--- src/rtl/fcu_pkg.sv ---
package fcu_pkg;

    localparam int DATA_W = 8;
    localparam int KEY_W  = 15;

    localparam logic [KEY_W-1:0]  KEY_ADR_P = 15'h5555;
    localparam logic [KEY_W-1:0]  KEY_ADR_Q = 15'h2AAA;

    localparam logic [DATA_W-1:0] KEY_BYTE_A  = 8'hAA;
    localparam logic [DATA_W-1:0] KEY_BYTE_B  = 8'h55;
    localparam logic [DATA_W-1:0] OP_PROGRAM  = 8'hA0;
    localparam logic [DATA_W-1:0] OP_ERASE    = 8'h80;
    localparam logic [DATA_W-1:0] OP_IDENT    = 8'h90;
    localparam logic [DATA_W-1:0] OP_RESET    = 8'hF0;
    localparam logic [DATA_W-1:0] OP_SUSPEND  = 8'hB0;
    localparam logic [DATA_W-1:0] OP_THIRTY   = 8'h30;
    localparam logic [DATA_W-1:0] OP_CHIP     = 8'h10;

    localparam logic [DATA_W-1:0] ID_MAKER  = 8'h20;
    localparam logic [DATA_W-1:0] ID_DEVICE = 8'hE2;

    typedef enum logic [2:0] {
        SQ_IDLE,
        SQ_KEY1,
        SQ_KEY2,
        SQ_PGM,
        SQ_ESET,
        SQ_EKEY1,
        SQ_EKEY2
    } seq_t;

    typedef struct packed {
        logic at_p;
        logic at_q;
        logic d_ka;
        logic d_kb;
        logic d_prog;
        logic d_erase;
        logic d_ident;
        logic d_rst;
        logic d_susp;
        logic d_thirty;
        logic d_chip;
    } wr_class_t;

    typedef struct packed {
        logic prog;
        logic chip;
        logic blk;
        logic sig;
        logic rst;
        logic susp;
        logic res;
    } go_t;

    function automatic logic key_hit(input logic [KEY_W-1:0] a,
                                     input logic [KEY_W-1:0] k);
        return a == k;
    endfunction

endpackage

--- src/rtl/fcu_classify.sv ---
module fcu_classify
    import fcu_pkg::*;
(
    input  logic [KEY_W-1:0]  key_addr,
    input  logic [DATA_W-1:0] data,
    output wr_class_t         cls
);
    always_comb begin
        cls.at_p     = key_hit(key_addr, KEY_ADR_P);
        cls.at_q     = key_hit(key_addr, KEY_ADR_Q);
        cls.d_ka     = data == KEY_BYTE_A;
        cls.d_kb     = data == KEY_BYTE_B;
        cls.d_prog   = data == OP_PROGRAM;
        cls.d_erase  = data == OP_ERASE;
        cls.d_ident  = data == OP_IDENT;
        cls.d_rst    = data == OP_RESET;
        cls.d_susp   = data == OP_SUSPEND;
        cls.d_thirty = data == OP_THIRTY;
        cls.d_chip   = data == OP_CHIP;
    end
endmodule

--- src/rtl/fcu_seq.sv ---
module fcu_seq
    import fcu_pkg::*;
#(
    parameter int ADDR_W = 19
)(
    input  logic              clk,
    input  logic              rst,
    input  logic              stb,
    input  logic              busy,
    input  logic [2:0]        busy_ok,
    input  wr_class_t         cls,
    input  logic [ADDR_W-1:0] addr,
    input  logic [DATA_W-1:0] data,
    output go_t               go,
    output logic              sig_mode,
    output logic [ADDR_W-1:0] tgt_addr,
    output logic [DATA_W-1:0] tgt_data
);
    seq_t st, st_n;
    go_t  go_n;
    logic cap;

    always_comb begin
        st_n = st;
        go_n = '0;
        cap  = 1'b0;
        if (stb) begin
            if (busy) begin
                st_n      = SQ_IDLE;
                go_n.rst  = cls.d_rst    & busy_ok[0];
                go_n.susp = cls.d_susp   & busy_ok[1];
                go_n.res  = cls.d_thirty & busy_ok[2];
            end else begin
                unique case (st)
                    SQ_IDLE: begin
                        if (cls.d_rst)                go_n.rst  = 1'b1;
                        else if (cls.d_susp)          go_n.susp = 1'b1;
                        else if (cls.d_thirty)        go_n.res  = 1'b1;
                        else if (cls.d_ka && cls.at_p) st_n     = SQ_KEY1;
                    end
                    SQ_KEY1:  st_n = (cls.d_kb && cls.at_q) ? SQ_KEY2 : SQ_IDLE;
                    SQ_KEY2: begin
                        st_n = SQ_IDLE;
                        if (cls.at_p) begin
                            if (cls.d_prog)       st_n     = SQ_PGM;
                            else if (cls.d_erase) st_n     = SQ_ESET;
                            else if (cls.d_ident) go_n.sig = 1'b1;
                            else if (cls.d_rst)   go_n.rst = 1'b1;
                        end
                    end
                    SQ_PGM: begin
                        go_n.prog = 1'b1;
                        cap       = 1'b1;
                        st_n      = SQ_IDLE;
                    end
                    SQ_ESET:  st_n = (cls.d_ka && cls.at_p) ? SQ_EKEY1 : SQ_IDLE;
                    SQ_EKEY1: st_n = (cls.d_kb && cls.at_q) ? SQ_EKEY2 : SQ_IDLE;
                    SQ_EKEY2: begin
                        st_n = SQ_IDLE;
                        if (cls.d_chip && cls.at_p) begin
                            go_n.chip = 1'b1;
                        end else if (cls.d_thirty) begin
                            go_n.blk = 1'b1;
                            cap      = 1'b1;
                        end
                    end
                    default:  st_n = SQ_IDLE;
                endcase
            end
        end
    end

    always_ff @(posedge clk) begin
        if (rst) begin
            st       <= SQ_IDLE;
            go       <= '0;
            sig_mode <= 1'b0;
            tgt_addr <= '0;
            tgt_data <= '0;
        end else begin
            st <= st_n;
            go <= go_n;
            if (go_n.sig)  sig_mode <= 1'b1;
            else if (stb)  sig_mode <= 1'b0;
            if (cap) begin
                tgt_addr <= addr;
                tgt_data <= data;
            end
        end
    end
endmodule

--- src/rtl/fcu_rdmux.sv ---
module fcu_rdmux
    import fcu_pkg::*;
#(
    parameter int BLK_W = 3
)(
    input  logic                  sig_mode,
    input  logic [1:0]            sel_lo,
    input  logic                  sel_a6,
    input  logic [BLK_W-1:0]      blk,
    input  logic [DATA_W-1:0]     arr_data,
    input  logic [(1<<BLK_W)-1:0] prot_map,
    output logic [DATA_W-1:0]     rd_data
);
    always_comb begin
        rd_data = arr_data;
        if (sig_mode) begin
            unique case (sel_lo)
                2'b00:   rd_data = sel_a6 ? '0 : ID_MAKER;
                2'b01:   rd_data = sel_a6 ? '0 : ID_DEVICE;
                2'b10:   rd_data = {{(DATA_W-1){1'b0}}, prot_map[blk]};
                default: rd_data = '0;
            endcase
        end
    end
endmodule

--- src/rtl/flash_cmd_decoder.sv ---
module flash_cmd_decoder
    import fcu_pkg::*;
#(
    parameter int ADDR_W = 19,
    parameter int BLK_W  = 3,
    localparam int NUM_BLK = 1 << BLK_W
)(
    input  logic              clk,
    input  logic              rst,
    input  logic              wr_stb,
    input  logic [ADDR_W-1:0] wr_addr,
    input  logic [DATA_W-1:0] wr_data,
    input  logic              busy,
    input  logic [2:0]        busy_ok,
    input  logic [ADDR_W-1:0] rd_addr,
    input  logic [DATA_W-1:0] arr_data,
    input  logic [NUM_BLK-1:0] prot_map,
    output logic [DATA_W-1:0] rd_data,
    output logic              sig_mode,
    output logic              go_prog,
    output logic              go_chip_erase,
    output logic              go_blk_erase,
    output logic              go_sig,
    output logic              go_reset,
    output logic              go_suspend,
    output logic              go_resume,
    output logic [ADDR_W-1:0] tgt_addr,
    output logic [DATA_W-1:0] tgt_data
);
    wr_class_t cls;
    go_t       go;

    fcu_classify u_cls (
        .key_addr (wr_addr[KEY_W-1:0]),
        .data     (wr_data),
        .cls      (cls)
    );

    fcu_seq #(.ADDR_W(ADDR_W)) u_seq (
        .clk      (clk),
        .rst      (rst),
        .stb      (wr_stb),
        .busy     (busy),
        .busy_ok  (busy_ok),
        .cls      (cls),
        .addr     (wr_addr),
        .data     (wr_data),
        .go       (go),
        .sig_mode (sig_mode),
        .tgt_addr (tgt_addr),
        .tgt_data (tgt_data)
    );

    fcu_rdmux #(.BLK_W(BLK_W)) u_rd (
        .sig_mode (sig_mode),
        .sel_lo   (rd_addr[1:0]),
        .sel_a6   (rd_addr[6]),
        .blk      (rd_addr[ADDR_W-1 -: BLK_W]),
        .arr_data (arr_data),
        .prot_map (prot_map),
        .rd_data  (rd_data)
    );

    assign go_prog       = go.prog;
    assign go_chip_erase = go.chip;
    assign go_blk_erase  = go.blk;
    assign go_sig        = go.sig;
    assign go_reset      = go.rst;
    assign go_suspend    = go.susp;
    assign go_resume     = go.res;
endmodule

--- config.mk ---
export PLATFORM = sky130hd
export DESIGN_NAME = flash_cmd_decoder
export DESIGN_NICKNAME = d
export VERILOG_FILES = /design/src/rtl/fcu_pkg.sv /design/src/rtl/fcu_classify.sv /design/src/rtl/fcu_seq.sv /design/src/rtl/fcu_rdmux.sv /design/src/rtl/flash_cmd_decoder.sv
export SDC_FILE = /design/constraint.sdc
export NUM_CORES = 1
export LEC_CHECK = 0
export BUFFER_PORTS_ARGS = -buffer_cell sky130_fd_sc_hd__buf_4
export CAP_MARGIN = 20
export CORE_MARGIN = 1
export CORE_UTILIZATION = 43
export CTS_CLUSTER_SIZE = 30
export DETAILED_ROUTE_END_ITERATION = 12
export GPL_ROUTABILITY_DRIVEN = 0
export PLACE_DENSITY = 0.79
export SYNTH_ARGS = -nofsm -noshare
export SYNTH_HDL_FRONTEND = slang
export SYNTH_SLANG_ARGS = --single-unit
export TNS_END_PERCENT = 10
--- constraint.sdc ---
create_clock -name clk -period 1.9 [get_ports clk]
set_input_delay 0.095 -clock clk [delete_from_list [all_inputs] [get_ports clk]]
set_output_delay 0.095 -clock clk [all_outputs]
set_load 0.005 [all_outputs]
==> results of run 1 <==
cell families (layout without fill, tap and decap cells):
family / count (synthesis) / in the layout / share of synthesized area [%]
and+or+nand+nor: 96 / 96 / 29.6
DFF: 38 / 38 / 40.6
muxes: 31 / 31 / 17.9
AOI/OAI and AO/OA: 21 / 21 / 7.27
buffers and inverters: 17 / 116 / 4.67
synth_stat cells, types with 2 or more instances:
library cell,count
nor2_1,33
mux2i_1,28
nand4bb_1,4
nor4_1,6
inv_1,7
o21ai_0,4
clkbuf_1,6
or4bb_1,3
or4_1,3
nor3_1,6
a21o_1,2
nand3_1,4
dfxtp_1,38
nand2_1,13
nand4_1,4
nor2b_1,3
buf_6,3
nor4_2,2
nand2b_1,4
a21oi_1,6
mux4_2,2
and3_1,2
nand3b_1,3
power groups by stage:
stage | registers, mW | logic (mW) | clock network, mW
2_1_floorplan | 0.814 | 0.0586 | 0
3_3_place_gp | 0.814 | 0.196 | 0
3_5_place_dp | 0.814 | 0.198 | 0
4_1_cts | 0.796 | 0.199 | 0.532
5_1_grt | 0.795 | 0.215 | 0.560
6_report | 0.796 | 0.197 | 0.511
per-layer routing:
| layer | up-vias | global-route usage [%] | share of wire [%] |
|---|---|---|---|
| met5 | - | 0 | 0 |
| met3 | 5 | 5.83 | 11 |
| met4 | 0 | 7.29 | 0.91 |
| met2 | 94 | 32.8 | 45 |
| met1 | 862 | 26.5 | 43 |
| li1 | 928 | - | - |
sequential cells by signal (all words and copies together) (netlist names):
| register | flops |
|---|---|
| u_seq.tgt_addr | 19 |
| u_seq.st | 3 |
| u_seq.go | 7 |
| u_seq.sig_mode | 1 |
| u_seq.tgt_data | 8 |
stage by stage:
step / util, % / instances / power, mW
final: 66.8 / 352 / 1.50
after global routing: 66.8 / 352 / 1.57
after CTS: 66.8 / 352 / 1.53
after detailed placement: 65.0 / 345 / 1.01
after global placement: 65.0 / 345 / 1.01
after floorplan: - / 203 / 0.873
cell type report:
cell class	instances	share of cell area (%)
clock buffers	7	2.79
repair buffers	102	28.5
inverters	7	0.962
well taps	50	2.29
flip-flops and latches	38	27.9
multi-input cells	148	37.6
critical path, stage by stage (launching register included):
cell	delay, ps
dfxtp_1	550
or4bb_1	420
nor4_1	220
nand3_1	140
o31ai_1	100
a22o_1	160
how the worst max path moves through the flow:
stage / to / slack (ps) / cells past startpoint
global placement: u_seq.st[0]$_SDFFE_PP0P_ / 330 / 6
detailed placement: u_seq.st[1]$_SDFFE_PP0P_ / 290 / 5
global route: u_seq.tgt_addr[15]$_SDFFE_PP0P_ / 170 / 6
finish: u_seq.st[1]$_SDFFE_PP0P_ / 260 / 5
CTS: u_seq.st[1]$_SDFFE_PP0P_ / 280 / 5
floorplan: u_seq.tgt_addr[0]$_SDFFE_PP0P_ / 330 / 8
==> reports/metrics.cfg, run 1 <==
[global_routing]
grt_pass1_vias=1632
antenna_found_initial=0
grt_first_pass_wirelength_mm=7.16
gr-total-overflow=0
grt_max_degree=31
grt.total_usage_pct=20.7

[sta]
tightest_slew_ps=372
hold_violations=0
worst_hold_slack_ps=42.3
rsz0062_at_grt=no
post-route-period-util_pct=86.4
worst_slack_ps=259
setup_viol=0
skew_ps=5.07
maxSlewViolCount=0
clock.fmax_mhz=609
fin_setup_tns_ps=0
maxSlewHeadroom_pct=75.0
period_needed_ps=1640

[critical_path]
critPathLaunch=u_seq.st[0]$_SDFFE_PP0P_
critical_path_required_ps=2130
r2r-end=u_seq.st[1]$_SDFFE_PP0P_
r2r_slack_ps=260
arrival_ps=1870
timing.rr.start=u_seq.st[0]$_SDFFE_PP0P_
crit_fanout=12
reg2reg_depth=5
cp-start-kind=register
crit_type=reg2reg
worstSetupEndpointType=register

[synthesis]
ys_ff_latch=38
syn-instance-count=203
syn_nets=272
synth.largest_area_cell=dfxtp_1
synth-edff-count=0
synth_warnings=0
synthTopCellsByArea=dfxtp_1 (41%), mux2i_1 (15%), nor2_1 (6.6%)
synth_area_um2=1880
synth_top_area_share_pct=40.6
synth_ff_type=dfxtp_1
seq_area_frac_synth_pct=40.6
syn_avg_cell_area_um2=9.24
synth_cell_types=40
synthArstFlopShare_pct=0

[pwr]
pwr-share-clk_pct=34.0
switching_power_uw=340
p_int_mw=1.16
swShare_pct=22.6
p_comb_share_pct=13.1
leakagePower_nw=1.38
powerDensity_nw_per_um2=551
irDropWorstVdd_mv=0.343
seq_power_share_pct=52.9

[placement]
hpwl_mm=3.75
io_buffers=98
dpl-instance-area_um2=2660
place_ws_ps=290

[cts]
post_cts_resized=0
ctsLongestPathBuffers=2
cts.sinks=38
cts.htree.levels=2
hold_buffers=0
cts_tree=done
cts_setup_buffers=0
clk_pin_slew_ps=70
cts_made_buffers=5
clkLatencyLatePin_ps=280
cts-root-buf=clkbuf_8

[finish]
fillCellCount=354
multi_input_area_um2=1030
layout.cells.most_common=buf_4
areaGrowthSynthToFinish_pct=45.6
stdcell_area_um2=2730
antenna_cells=0
final_cell_mix=buf_4 (101), dfxtp_1 (38), nor2_1 (33), mux2i_1 (28), nand2_1 (13)
design.final.nets=371
drive_above_1_share_pct=39.1
regArea_um2=761

[min_path]
min_to=u_seq.tgt_addr[18]$_SDFFE_PP0P_
hold_path.class=in2reg
hold_depth=3
hp-start=wr_addr[18]

[floorplanning]
die_width_um=68.0
initial_core_util_pct=45.9
std_cell_rows=23
die_height_um=68.0
io_pins=112
die_area_um2=4630
core_um2=4090

[drt]
via_count=1889
post_drt_wl_per_cell_um=13.7
drc=0
firstDrtPassIters=4
wirelength_mm=4.81
via_per_inst=5.37
drtIter0Drc=103
final_antenna_net_count=0

[job]
drv_cap=0

[status]
status=complete, no violations

Power figures use the tool's default switching activity.
==> run 2: changes to the inputs <==
==> constraint.sdc (replaced) <==
create_clock -name clk -period 1.85 [get_ports clk]
set_input_delay 0.0925 -clock clk [delete_from_list [all_inputs] [get_ports clk]]
set_output_delay 0.0925 -clock clk [all_outputs]
set_load 0.005 [all_outputs]
==> run 2 against run 1 <==
Effect of this change: utilization grew 0.37 points; non-clock buffer count unchanged; hold slack lost 8.9 ps; first-iteration DRC count down 19%; clock skew down 0.68 ps; via count is 1.8% higher; cell count increased by 0.28%; largest cell class unchanged; highest routed layer unchanged.
==> reports/metrics.cfg, run 2 (same netlist as run 1, synthesis figures left out) <==
[critical_path]
critical_path_required_ps=2010  ; -120 ps
crit_fanout=27  ; +15
worstPathCellList=inv_1, nand4_1, a21o_1, buf_12, mux2i_1, nor2_1
worstSetupEndpointType=register
critPathLaunch=u_seq.st[0]$_SDFFE_PP0P_
cpMaxStageDelayCell=dfxtp_1
slowest_delay_ps=570  ; +20 ps
crit_type=reg2reg
timing.rr.start=u_seq.st[0]$_SDFFE_PP0P_
cp-start-kind=register
arrival_ps=1820  ; -50 ps
critPathTopFamily=flip-flops
timing.critical_path.buf_inv=2  ; +2

[sta]
period_needed_ps=1660  ; +16.1 ps
setup_viol=0  ; unchanged
worst_hold_slack_ps=33.5  ; -8.85 ps
rsz0062_at_grt=no
post-route-period-util_pct=89.6  ; +3.2 points
clock.fmax_mhz=603  ; -0.97%
fin_setup_tns_ps=0  ; unchanged
skew_ps=4.39  ; -0.676 ps
tightest_slew_ps=402  ; +30.1 ps
hold_violations=0  ; unchanged
worst_slack_ps=193  ; -66.1 ps
maxSlewViolCount=0  ; unchanged
maxSlewHeadroom_pct=73.2  ; -1.8 points

[job]
drv_cap=0  ; unchanged

[cts]
cts_made_buffers=5  ; unchanged
cts.sinks=38  ; unchanged
cts_setup_buffers=0  ; unchanged
clkLatencyLatePin_ps=290  ; about the same
post_cts_resized=0  ; unchanged
clk_pin_slew_ps=70  ; about the same
cts-root-buf=clkbuf_8
ctsLongestPathBuffers=2  ; unchanged
hold_buffers=0  ; unchanged
cts_tree=done
cts.htree.levels=2  ; unchanged

[placement]
hpwl_mm=3.88  ; +3.4%
place_ws_ps=239  ; -51.6 ps
io_buffers=98  ; unchanged

[floorplanning]
initial_core_util_pct=45.9  ; unchanged
die_height_um=68.0  ; unchanged
die_width_um=68.0  ; unchanged
die_area_um2=4630  ; unchanged
io_pins=112  ; unchanged
std_cell_rows=23  ; unchanged
core_um2=4090  ; unchanged

[status]
status=complete, no violations

[finish]
largest_register_ffs=19  ; unchanged
regArea_um2=761  ; unchanged
top_register=u_seq.tgt_addr
layout.cells.most_common=buf_4
design.final.nets=371  ; unchanged
fillCellCount=352  ; -0.56%
drive_above_1_share_pct=39.6  ; +0.53 points
antenna_cells=0  ; unchanged
utilization_pct=67.2  ; +0.37 points
multi_input_area_um2=1030  ; unchanged
top_regs=u_seq.tgt_addr x19, u_seq.tgt_data x8, u_seq.go x7
areaGrowthSynthToFinish_pct=46.4
final_cell_mix=buf_4 (101), dfxtp_1 (38), nor2_1 (33), mux2i_1 (28), nand2_1 (13)

[drt]
final_antenna_net_count=0  ; unchanged
drc=0  ; unchanged
via_count=1923  ; +1.8%
firstDrtPassIters=4  ; unchanged
post_drt_wl_per_cell_um=14.4  ; +5.5%
wirelength_mm=5.09  ; +5.8%
via_per_inst=5.45  ; +1.5%
drtIter0Drc=83  ; -19%

[pwr]
leakagePower_nw=1.39  ; +0.72%
irDropWorstVdd_mv=0.371  ; +8.2%
powerDensity_nw_per_um2=585  ; +6.1%

[global_routing]
grt_pass1_vias=1764  ; +8.1%
antenna_found_initial=0  ; unchanged
grt.total_usage_pct=22.9  ; +2.2 points
grt_max_degree=31  ; unchanged
gr-total-overflow=0  ; unchanged
grt_first_pass_wirelength_mm=7.82  ; +9.2%

[min_path]
hp-start=wr_addr[18]
hold_path.class=in2reg

==> run 2: per-stage QoR <==
stage | power, mW | cell area [µm²] | std cells
6_report | 1.61 | 2750 | 353
5_1_grt | 1.66 | 2750 | 353
4_1_cts | 1.62 | 2750 | 353
3_5_place_dp | 1.04 | 2660 | 345
3_3_place_gp | 1.04 | 2660 | 345
2_1_floorplan | 0.897 | 1880 | 203
==> run 2: final cells by class <==
cell class / instances / share of cell area, %
Multi-Input combinational cell: 148 / 37.4
Timing Repair Buffer: 102 / 28.3
Sequential cell: 38 / 27.7
Clock buffer: 7 / 3.14
Tap cell: 50 / 2.28
Inverter: 7 / 0.957
Clock inverter: 1 / 0.182
==> run 2: worst paths after layout <==
check                               endpoint  slack (ps)  cells after the start
min reg2reg  u_seq.tgt_addr[13]$_SDFFE_PP0P_         500                      2
min          u_seq.tgt_addr[18]$_SDFFE_PP0P_          30                      3
max reg2reg   u_seq.tgt_addr[2]$_SDFFE_PP0P_         190                      6
max           u_seq.tgt_addr[2]$_SDFFE_PP0P_         190                      6
==> run 2: worst min-delay path, stage by stage <==
cell and delay [ps]:
buf_4 70, mux2i_1 50, nor2_1 70
==> run 2: metal layers <==
layer  part of all wire (%)  GRT usage [%]  up-vias
met1                     41           26.0      876
met4                    1.7           10.4        0
met5                      0              0        -
met3                     11           6.83       13
met2                     46           39.1      108
li1                       -              -      926
==> run 2: power breakdown <==
group / leakage, nW / switching, mW / internal, mW / total [mW]
registers: 0.306 / 0.0000129 / 0.817 / 0.817
logic: 1.03 / 0.0847 / 0.119 / 0.204
clock network: 0.0482 / 0.284 / 0.301 / 0.585
==> run 3: changes to the inputs <==
--- a/config.mk
+++ b/config.mk
@@ -13,6 +13,7 @@
 export DETAILED_ROUTE_END_ITERATION = 12
 export GPL_ROUTABILITY_DRIVEN = 0
 export PLACE_DENSITY = 0.79
+export REMOVE_ABC_BUFFERS = 1
 export SYNTH_ARGS = -nofsm -noshare
 export SYNTH_HDL_FRONTEND = slang
 export SYNTH_SLANG_ARGS = --single-unit
==> run 3 against run 2 <==
Effect of this change: sequential cell count stayed put; die area stayed put; cell area is 2.4% higher; combinational power hardly changed; largest cell class unchanged.
==> reports/metrics.cfg, run 3 (same netlist as run 1, synthesis figures left out) <==
[status]
status=complete, no violations

[pwr]
p_int_mw=1.51  ; +22%
leakagePower_nw=1.42  ; +2.4%
pwr-share-clk_pct=46.0  ; +9.6 points
p_comb_share_pct=10.7  ; -2.0 points
powerDensity_nw_per_um2=671  ; +15%
seq_power_share_pct=43.3  ; -7.6 points
irDropWorstVdd_mv=0.413  ; +11%
switching_power_uw=377  ; +2.2%
swShare_pct=20.0  ; -3.0 points

[sta]
setup_viol=0  ; unchanged
rsz0062_at_grt=no
tightest_slew_ps=418  ; +15.9 ps
maxSlewViolCount=0  ; unchanged
post-route-period-util_pct=88.0  ; -1.6 points
maxSlewHeadroom_pct=72.1  ; -1.1 points
worst_hold_slack_ps=31.0  ; -2.42 ps
period_needed_ps=1630  ; -29.1 ps
skew_ps=8.96  ; +4.57 ps
hold_violations=0  ; unchanged
clock.fmax_mhz=614  ; +1.8%

[critical_path]
r2r_slack_ps=220  ; +30 ps
crit_fanout=12  ; -56%
reg2reg_depth=5  ; -1
worstSetupEndpointType=register
critical_path_required_ps=2080  ; +70 ps
r2r-end=u_seq.st[1]$_SDFFE_PP0P_
cp-start-kind=register
arrival_ps=1860  ; +40 ps
timing.rr.start=u_seq.st[0]$_SDFFE_PP0P_
crit_type=reg2reg

[floorplanning]
io_pins=112  ; unchanged
core_um2=4090  ; unchanged
initial_core_util_pct=45.9  ; unchanged
die_area_um2=4630  ; unchanged
die_width_um=68.0  ; unchanged
die_height_um=68.0  ; unchanged
std_cell_rows=23  ; unchanged

[drt]
firstDrtPassIters=4  ; unchanged
wirelength_mm=4.93  ; -3.2%
via_count=1884  ; -2.0%
drc=0  ; unchanged
drtIter0Drc=61  ; -27%
final_antenna_net_count=0  ; unchanged
via_per_inst=5.31  ; -2.6%
post_drt_wl_per_cell_um=13.9  ; -3.8%

[finish]
layout.cells.most_common=buf_4
utilization_pct=68.8  ; +1.6 points
final_cell_mix=buf_4 (103), dfxtp_1 (38), nor2_1 (33), mux2i_1 (28), nand2_1 (13)
top_regs=u_seq.tgt_addr x19, u_seq.tgt_data x8, u_seq.go x7
top_register=u_seq.tgt_addr
fillCellCount=333  ; -5.4%
drive_above_1_share_pct=40.3  ; +0.72 points
design.final.nets=373  ; +0.54%
largest_register_ffs=19  ; unchanged
antenna_cells=0  ; unchanged
areaGrowthSynthToFinish_pct=50.0

[cts]
cts.sinks=38  ; unchanged
cts.htree.levels=2  ; unchanged
cts_tree=done
ctsLongestPathBuffers=2  ; unchanged
cts-root-buf=clkbuf_8
post_cts_resized=0  ; unchanged
cts_made_buffers=5  ; unchanged
cts_setup_buffers=0  ; unchanged
clkLatencyLatePin_ps=290  ; about the same
hold_buffers=0  ; unchanged
clk_pin_slew_ps=70  ; about the same

[min_path]
hp-start=wr_addr[15]
min_to=u_seq.tgt_addr[15]$_SDFFE_PP0P_
hold_depth=3  ; unchanged
hold_path.class=in2reg

[global_routing]
grt_pass1_vias=1737  ; -1.5%
grt_max_degree=31  ; unchanged
gr-total-overflow=0  ; unchanged
grt_first_pass_wirelength_mm=7.42  ; -5.1%
antenna_found_initial=0  ; unchanged
grt.total_usage_pct=21.5  ; -1.4 points

[placement]
io_buffers=98  ; unchanged
hpwl_mm=3.82  ; -1.4%

[job]
drv_cap=0  ; unchanged

-- run 3: cell types whose count changed in the layout (fill, tap and decap cells not counted) --
cell and delta:
buf_4 +2, bufinv_16 +2, clkbuf_1 -1, clkinv_2 -1
-- run 3: stage by stage --
stage / area [µm²] / TNS (ps) / setup slack, ps / cells / total power, mW
floorplan: 1810 / -1690 / -62.7 / 193 / 0.889
global placement: 2670 / 0 / 283 / 347 / 1.04
detailed placement: 2670 / 0 / 271 / 347 / 1.04
CTS: 2810 / 0 / 252 / 355 / 1.91
global route: 2810 / 0 / 82.3 / 355 / 1.95
finish: 2810 / 0 / 222 / 355 / 1.89
-- run 3: cell type report --
cell class,count,area (µm²),share of cell area [%]
clock buffers,6,82.6,2.94
clock inverters,2,60.1,2.14
inverters,7,26.3,0.934
multi-input cells,148,1030,36.5
flip-flops and latches,38,761,27.0
well taps,50,62.6,2.22
repair buffers,104,793,28.2
-- run 3: worst max path at each step --
stage                                   startpoint                              end  slack [ps]  depth (start not counted)
after floorplan           u_seq.st[0]$_SDFFE_PP0P_   u_seq.tgt_addr[0]$_SDFFE_PP0P_         -60                          5
after global placement                  wr_addr[3]         u_seq.st[0]$_SDFFE_PP0P_         280                          6
after detailed placement  u_seq.st[0]$_SDFFE_PP0P_  u_seq.tgt_addr[12]$_SDFFE_PP0P_         270                          6
after CTS                 u_seq.st[0]$_SDFFE_PP0P_         u_seq.st[1]$_SDFFE_PP0P_         250                          5
after global routing      u_seq.st[0]$_SDFFE_PP0P_         u_seq.st[1]$_SDFFE_PP0P_          80                          5
final                     u_seq.st[0]$_SDFFE_PP0P_         u_seq.st[1]$_SDFFE_PP0P_         220                          5
-- run 3: power groups by stage --
| stage | Sequential (mW) | Combinational (mW) | Clock, mW |
|---|---|---|---|
| final | 0.817 | 0.202 | 0.868 |
| after global routing | 0.817 | 0.221 | 0.916 |
| after CTS | 0.817 | 0.204 | 0.887 |
| after detailed placement | 0.836 | 0.203 | 0 |
| after global placement | 0.836 | 0.199 | 0 |
| after floorplan | 0.836 | 0.0526 | 0 |
-- run 3: worst max-delay path, cell delays in order (launching register included) --
cell and delay, ps:
dfxtp_1 580, or4bb_1 450, nor4_1 180, nand3_1 130
o31ai_1 90, a22o_1 150
-- run 3: routing by layer --
metal,share of wire (%),global-route usage (%),up-vias
li1,-,-,930
met1,40,23.8,858
met2,47,35.8,87
met3,11,8.83,9
met4,1.5,9.64,0
met5,0,0,-
